## src/rtl/mesi_pkg.sv

```systemverilog
package mesi_pkg;
  localparam int ST_W  = 2;
  localparam int CMD_W = 2;

  typedef enum logic [ST_W-1:0] {
    ST_I = 2'd0,
    ST_S = 2'd1,
    ST_E = 2'd2,
    ST_M = 2'd3
  } line_st_t;

  typedef enum logic [CMD_W-1:0] {
    BC_NONE = 2'd0,
    BC_RD   = 2'd1,
    BC_RDX  = 2'd2,
    BC_WB   = 2'd3
  } bus_cmd_t;
endpackage

```

## src/rtl/mesi_snoop_resp.sv

```systemverilog
module mesi_snoop_resp
  import mesi_pkg::*;
(
  input  line_st_t st,
  input  logic     snp_valid,
  input  bus_cmd_t snp_cmd,
  input  logic     supplier_en,
  output logic     shared_out,
  output logic     snp_flush,
  output logic     snp_upd,
  output line_st_t snp_next
);
  // an owner-like copy (M or E) always supplies; a sharer only when chosen
  logic may_supply;
  assign may_supply = (st != ST_S) || supplier_en;

  always_comb begin
    shared_out = 1'b0;
    snp_flush  = 1'b0;
    snp_upd    = 1'b0;
    snp_next   = st;
    if (snp_valid && (st != ST_I)) begin
      case (snp_cmd)
        BC_RD: begin
          shared_out = 1'b1;
          snp_flush  = may_supply;
          snp_upd    = 1'b1;
          snp_next   = ST_S;
        end
        BC_RDX: begin
          snp_flush  = may_supply;
          snp_upd    = 1'b1;
          snp_next   = ST_I;
        end
        default: ;
      endcase
    end
  end
endmodule

```

## src/rtl/mesi_req_unit.sv

```systemverilog
module mesi_req_unit
  import mesi_pkg::*;
(
  input  line_st_t st,
  input  logic     cpu_valid,
  input  logic     cpu_write,
  input  logic     evict_valid,
  input  logic     bus_gnt,
  input  logic     snp_valid,
  input  logic     shared_in,
  output logic     cpu_ready,
  output logic     evict_ready,
  output logic     bus_req,
  output bus_cmd_t bus_cmd,
  output logic     wb_flush,
  output logic     req_upd,
  output line_st_t req_next
);
  logic cpu_hit;
  logic own_slot;   // bus cycle usable by this cache: granted and not a snoop

  assign cpu_hit  = cpu_write ? ((st == ST_M) || (st == ST_E)) : (st != ST_I);
  assign own_slot = bus_gnt && !snp_valid;

  always_comb begin
    cpu_ready   = 1'b0;
    evict_ready = 1'b0;
    bus_req     = 1'b0;
    bus_cmd     = BC_NONE;
    wb_flush    = 1'b0;
    req_upd     = 1'b0;
    req_next    = st;
    if (cpu_valid) begin
      if (cpu_hit) begin
        cpu_ready = !snp_valid;
        req_next  = cpu_write ? ST_M : st;
      end else begin
        // command recomputed every cycle from the live state
        bus_req   = 1'b1;
        bus_cmd   = cpu_write ? BC_RDX : BC_RD;
        cpu_ready = own_slot;
        req_next  = cpu_write ? ST_M : (shared_in ? ST_S : ST_E);
      end
      req_upd = cpu_ready;
    end else if (evict_valid) begin
      if (st == ST_M) begin
        bus_req     = 1'b1;
        bus_cmd     = BC_WB;
        evict_ready = own_slot;
        wb_flush    = own_slot;
      end else begin
        evict_ready = !snp_valid;
      end
      req_upd  = evict_ready;
      req_next = ST_I;
    end
  end
endmodule

```

## src/rtl/mesi_line_state.sv

```systemverilog
module mesi_line_state
  import mesi_pkg::*;
(
  input  logic     clk,
  input  logic     rst_n,
  input  logic     snp_upd,
  input  line_st_t snp_next,
  input  logic     req_upd,
  input  line_st_t req_next,
  output line_st_t st_q
);
  always_ff @(posedge clk or negedge rst_n) begin
    if (!rst_n)       st_q <= ST_I;
    else if (snp_upd) st_q <= snp_next;
    else if (req_upd) st_q <= req_next;
  end

  // the first sampled edge after reset sees Invalid
  a_r1_reset_invalid: assert property (@(posedge clk) disable iff (!rst_n)
    $rose(rst_n) |-> (st_q == ST_I));

  // snoop side and request side never update in the same cycle
  a_r9_single_writer: assert property (@(posedge clk) disable iff (!rst_n)
    !(snp_upd && req_upd));
endmodule

```

## src/rtl/mesi_line_ctl.sv

```systemverilog
module mesi_line_ctl
  import mesi_pkg::*;
(
  input  logic             clk,
  input  logic             rst_n,
  input  logic             cpu_req_valid,
  input  logic             cpu_req_write,
  output logic             cpu_req_ready,
  input  logic             evict_valid,
  output logic             evict_ready,
  output logic             bus_req,
  input  logic             bus_gnt,
  output logic [CMD_W-1:0] bus_cmd,
  input  logic             snoop_valid,
  input  logic [CMD_W-1:0] snoop_cmd,
  input  logic             supplier_en,
  input  logic             shared_in,
  output logic             shared_out,
  output logic             flush_out,
  output logic [ST_W-1:0]  line_state
);
  line_st_t st, snp_next, req_next;
  bus_cmd_t req_cmd;
  logic     snp_upd, req_upd, snp_flush, wb_flush;

  mesi_snoop_resp u_snoop (
    .st          (st),
    .snp_valid   (snoop_valid),
    .snp_cmd     (bus_cmd_t'(snoop_cmd)),
    .supplier_en (supplier_en),
    .shared_out  (shared_out),
    .snp_flush   (snp_flush),
    .snp_upd     (snp_upd),
    .snp_next    (snp_next)
  );

  mesi_req_unit u_req (
    .st          (st),
    .cpu_valid   (cpu_req_valid),
    .cpu_write   (cpu_req_write),
    .evict_valid (evict_valid),
    .bus_gnt     (bus_gnt),
    .snp_valid   (snoop_valid),
    .shared_in   (shared_in),
    .cpu_ready   (cpu_req_ready),
    .evict_ready (evict_ready),
    .bus_req     (bus_req),
    .bus_cmd     (req_cmd),
    .wb_flush    (wb_flush),
    .req_upd     (req_upd),
    .req_next    (req_next)
  );

  mesi_line_state u_state (
    .clk      (clk),
    .rst_n    (rst_n),
    .snp_upd  (snp_upd),
    .snp_next (snp_next),
    .req_upd  (req_upd),
    .req_next (req_next),
    .st_q     (st)
  );

  assign bus_cmd    = req_cmd;
  assign flush_out  = snp_flush | wb_flush;
  assign line_state = st;

  // a granted read fill lands in E or S according to the shared line
  a_r2_fill_state: assert property (@(posedge clk) disable iff (!rst_n)
    (cpu_req_valid && !cpu_req_write && cpu_req_ready && st == ST_I)
    |=> (st == ($past(shared_in) ? ST_S : ST_E)));

  // a write in Exclusive finishes locally
  a_r3_excl_write_silent: assert property (@(posedge clk) disable iff (!rst_n)
    (cpu_req_valid && cpu_req_write && st == ST_E && !snoop_valid)
    |-> (cpu_req_ready && !bus_req));

  // every completed write leaves the line Modified
  a_r4_write_ends_modified: assert property (@(posedge clk) disable iff (!rst_n)
    (cpu_req_valid && cpu_req_write && cpu_req_ready) |=> (st == ST_M));

  // a snooped read-exclusive always invalidates
  a_r6_rdx_invalidates: assert property (@(posedge clk) disable iff (!rst_n)
    (snoop_valid && snoop_cmd == BC_RDX) |=> (st == ST_I));

  // an Invalid line never answers a snoop
  a_r7_invalid_silent: assert property (@(posedge clk) disable iff (!rst_n)
    (snoop_valid && st == ST_I) |-> (!flush_out && !shared_out));

  // writeback is requested only for a Modified line
  a_r8_wb_from_modified: assert property (@(posedge clk) disable iff (!rst_n)
    (bus_req && bus_cmd == BC_WB) |-> (st == ST_M));

  // nothing is released in a snoop cycle
  a_r9_snoop_stalls: assert property (@(posedge clk) disable iff (!rst_n)
    snoop_valid |-> (!cpu_req_ready && !evict_ready));

  // the processor channel wins over eviction
  a_r11_cpu_first: assert property (@(posedge clk) disable iff (!rst_n)
    (cpu_req_valid && evict_valid) |-> !evict_ready);
endmodule

```

## config.mk

```make
export PLATFORM = sky130hd
export DESIGN_NAME = mesi_line_ctl
export DESIGN_NICKNAME = d
export VERILOG_FILES = /design/src/rtl/mesi_pkg.sv /design/src/rtl/mesi_snoop_resp.sv /design/src/rtl/mesi_req_unit.sv /design/src/rtl/mesi_line_state.sv /design/src/rtl/mesi_line_ctl.sv
export SDC_FILE = /design/constraint.sdc
export NUM_CORES = 1
export LEC_CHECK = 0
export BUFFER_PORTS_ARGS = -buffer_cell sky130_fd_sc_hd__buf_2
export CORE_AREA = 2 2 39 41
export DETAILED_ROUTE_END_ITERATION = 8
export DIE_AREA = 0 0 41 43
export HOLD_SLACK_MARGIN = 0.03
export PLACE_DENSITY = 0.5
export SLEW_MARGIN = 20
export SYNTH_ARGS = -nofsm -noshare
export SYNTH_HDL_FRONTEND = slang
export SYNTH_SLANG_ARGS = --single-unit
```

## constraint.sdc

```tcl
create_clock -name clk -period 1.9 [get_ports clk]
set_input_delay 0.475 -clock clk [delete_from_list [all_inputs] [get_ports clk]]
set_output_delay 0.475 -clock clk [all_outputs]
set_load 0.01 [all_outputs]
```

==> impl_metrics.toml <==
[cells_and_area]
utilization_pct = 39.06
fillers = 156
drive_gt1_share_pct = 60.61
insertedDiodeCount = 0
largest_register_ffs = 2
layout_commonest_cell = "buf_2"
final_cell_mix = "buf_2 (17), buf_4 (6), inv_1 (4), nor2_1 (4)"
top_regs = "u_state.st_q: 2 flops"
area_growth_pct = 80.75
nets = 81
largest-register = "u_state.st_q"

[detailed_routing]
first_pass_iters = 4
routedWlPerCell_um = 11.13
vias_per_cell = 4.622
drtIter0Drc = 9
vias = 379
route.antenna.remaining_nets = 0
routed_wl_um = 913
drc_errors = 0

[synthesis]
synth_cells = 37
yosys_warnings = 0
synth.avg_cell_area_um2 = 8.082
synth.net_count = 50
yosys_register_bits = 2
syn-cell-area_um2 = 299.0
yosysUniqueCellTypes = 25
yosysSeqAreaShare_pct = 16.74

[floorplanning]
core_um2 = 1384
ios = 20
rows = 14
start_util_pct = 21.61
die_height_um = 43
die_w_um = 41
fp.dieArea_um2 = 1763

[run_status]
status = "finished with violations"
failed_checks = "setup timing"

[pwr]
ir_drop_uv = 357.8
leakage_nw = 0.2844
power_density_nw_per_um2 = 948.2
power_mw = 0.5125

[critical_path]
path_class = "input pin to output port"
start_kind = "input pin"
arrival_ns = 1.50
critPathCaptureType = "output port"
worstPathRequired_ns = 1.42
cp_max_fo = 2

[timing]
drv_slew = 0
rsz0062_at_grt = "true"
setup_violations = 1
hold_violations = 0
fin_ws_ns = -0.07595
tightest_slew_ns = 0.2171
slew_headroom_pct = 85.30
fmax_mhz = 506.1
period_share_pct = 104.0
fin_skew_ns = 0.007795
period_needed_ns = 1.976

[grt]
grt_max_degree = 7
use_met2_pct = 17.19
grt_pass1_wl_um = 1414
met3_usage_pct = 4.712
antenna_found_initial = 0
grt_busiest_layer = "met2"
grtUsageTotal_pct = 12.55
grtUsageMet1_pct = 14.79
grt_overflow = 0
grt_pass1_vias = 343

[clocking]
cts_max_path_buffers = 2
cts_buffers = 3
cts_sinks = 2
insertion_delay_ns = 0.23
cts_max_level = 1
cts_root_buffer = "clkbuf_4"
path_clk_slew_ns = 0.04
cts_tree = "built"

[job]
maxCapViolations = 0

[placed_design]
place_congestion = 0.7689
dp_hpwl_um = 703.9
portBuffers = 19

[min_path]
hp-class = "input pin to async pin"
-- final timing paths --
path	startpoint	end	slack, ns	cells past startpoint
setup / recovery	snoop_cmd[0]	flush_out	-0.08	7
min in group clk	shared_in	u_state.st_q[1]$_DFFE_PN0P_	0.58	4
max in group asynchronous	rst_n	u_state.st_q[0]$_DFFE_PN0P_	1.23	2
hold / removal	rst_n	u_state.st_q[1]$_DFFE_PN0P_	0.56	2
hold reg to reg	u_state.st_q[0]$_DFFE_PN0P_	u_state.st_q[1]$_DFFE_PN0P_	0.71	3
setup reg to reg	u_state.st_q[1]$_DFFE_PN0P_	u_state.st_q[0]$_DFFE_PN0P_	0.43	5
-- layout make-up --
| cell class | instances | area (um2) | area share [%] |
|---|---|---|---|
| multi-input combinational | 29 | 251.5 | 46.53 |
| timing repair buffer | 27 | 173.9 | 32.18 |
| sequential | 2 | 51.30 | 9.491 |
| clock buffer | 3 | 22.52 | 4.167 |
| inverter | 5 | 21.27 | 3.935 |
| tap | 16 | 20.02 | 3.704 |
-- synthesized netlist by cell type --
library cell	instances	share of area [%]
a31o_1	1	2.9
nor2_1	4	5.0
nand2_1	3	3.8
o311a_1	1	3.3
or2b_1	1	2.5
dfrtp_1	2	17
and2_1	1	2.1
o22ai_1	1	2.1
o311ai_1	1	2.9
o21ai_0	1	1.7
ha_1	2	8.4
nand2b_4	1	4.6
a2bb2oi_2	1	5.0
and2b_1	1	2.5
o21ai_1	1	1.7
a21oi_1	1	1.7
nand4_1	1	2.1
and3_1	1	2.1
inv_1	5	6.3
a311oi_4	1	8.8
o221ai_1	1	2.9
a21o_2	1	2.9
or3_1	2	4.2
buf_2	1	1.7
or2_1	1	2.1
-- routing by layer --
metal | share of wire (%) | routed length, um
met1 | 45 | 412
met2 | 46 | 418
met3 | 9.0 | 82
met4 | 0 | 0
met5 | 0 | 0
-- critical path, cell delays in order --
cell and delay [ns]:
buf_6 0.10, inv_4 0.04, ha_4 0.18, or3_4 0.37, a21oi_2 0.11, a31o_1 0.10
buf_2 0.12
-- power breakdown --
part,internal [mW],switching [mW]
combinational,0.168,0.160
clock,0.0700,0.0279
sequential,0.0633,0.0231
-- metrics by stage --
stage	hold WS (ns)	worst slack (ns)	instances	instance area [um2]	TNS, ns
2_1_floorplan	0.1794	0.01127	37	304.0	0
3_3_place_gp	0.2595	-0.1768	77	459.2	-0.1768
3_5_place_dp	0.2616	-0.1605	77	459.2	-0.1605
4_1_cts	0.5531	-0.08454	82	531.8	-0.08454
5_1_grt	0.5763	-0.1338	82	540.5	-0.1338
6_report	0.5575	-0.07595	82	540.5	-0.07595
-- cells by family (layout without fill, tap and decap cells) --
group / Yosys count / count (layout) / synth area share, %
AND/OR/NAND/NOR: 16 / 16 / 30.97
AO/OA/AOI/OAI: 11 / 11 / 35.98
buffers and inverters: 6 / 35 / 7.949
adder cells (fa/ha/maj): 2 / 2 / 8.367
flip-flops: 2 / 2 / 16.74
-- timing repair --
| action | 4_1_cts | 5_1_grt |
|---|---|---|
| setup endpoints to repair | 2 | 3 |
| hold buffers | 1 | 0 |
| endpoints found under the hold margin | 2 | 0 |
| pin swaps | 2 | 1 |
| resized for setup | 8 | 3 |
| setup buffers | 1 | 0 |
(Power assumes the default switching activity.)
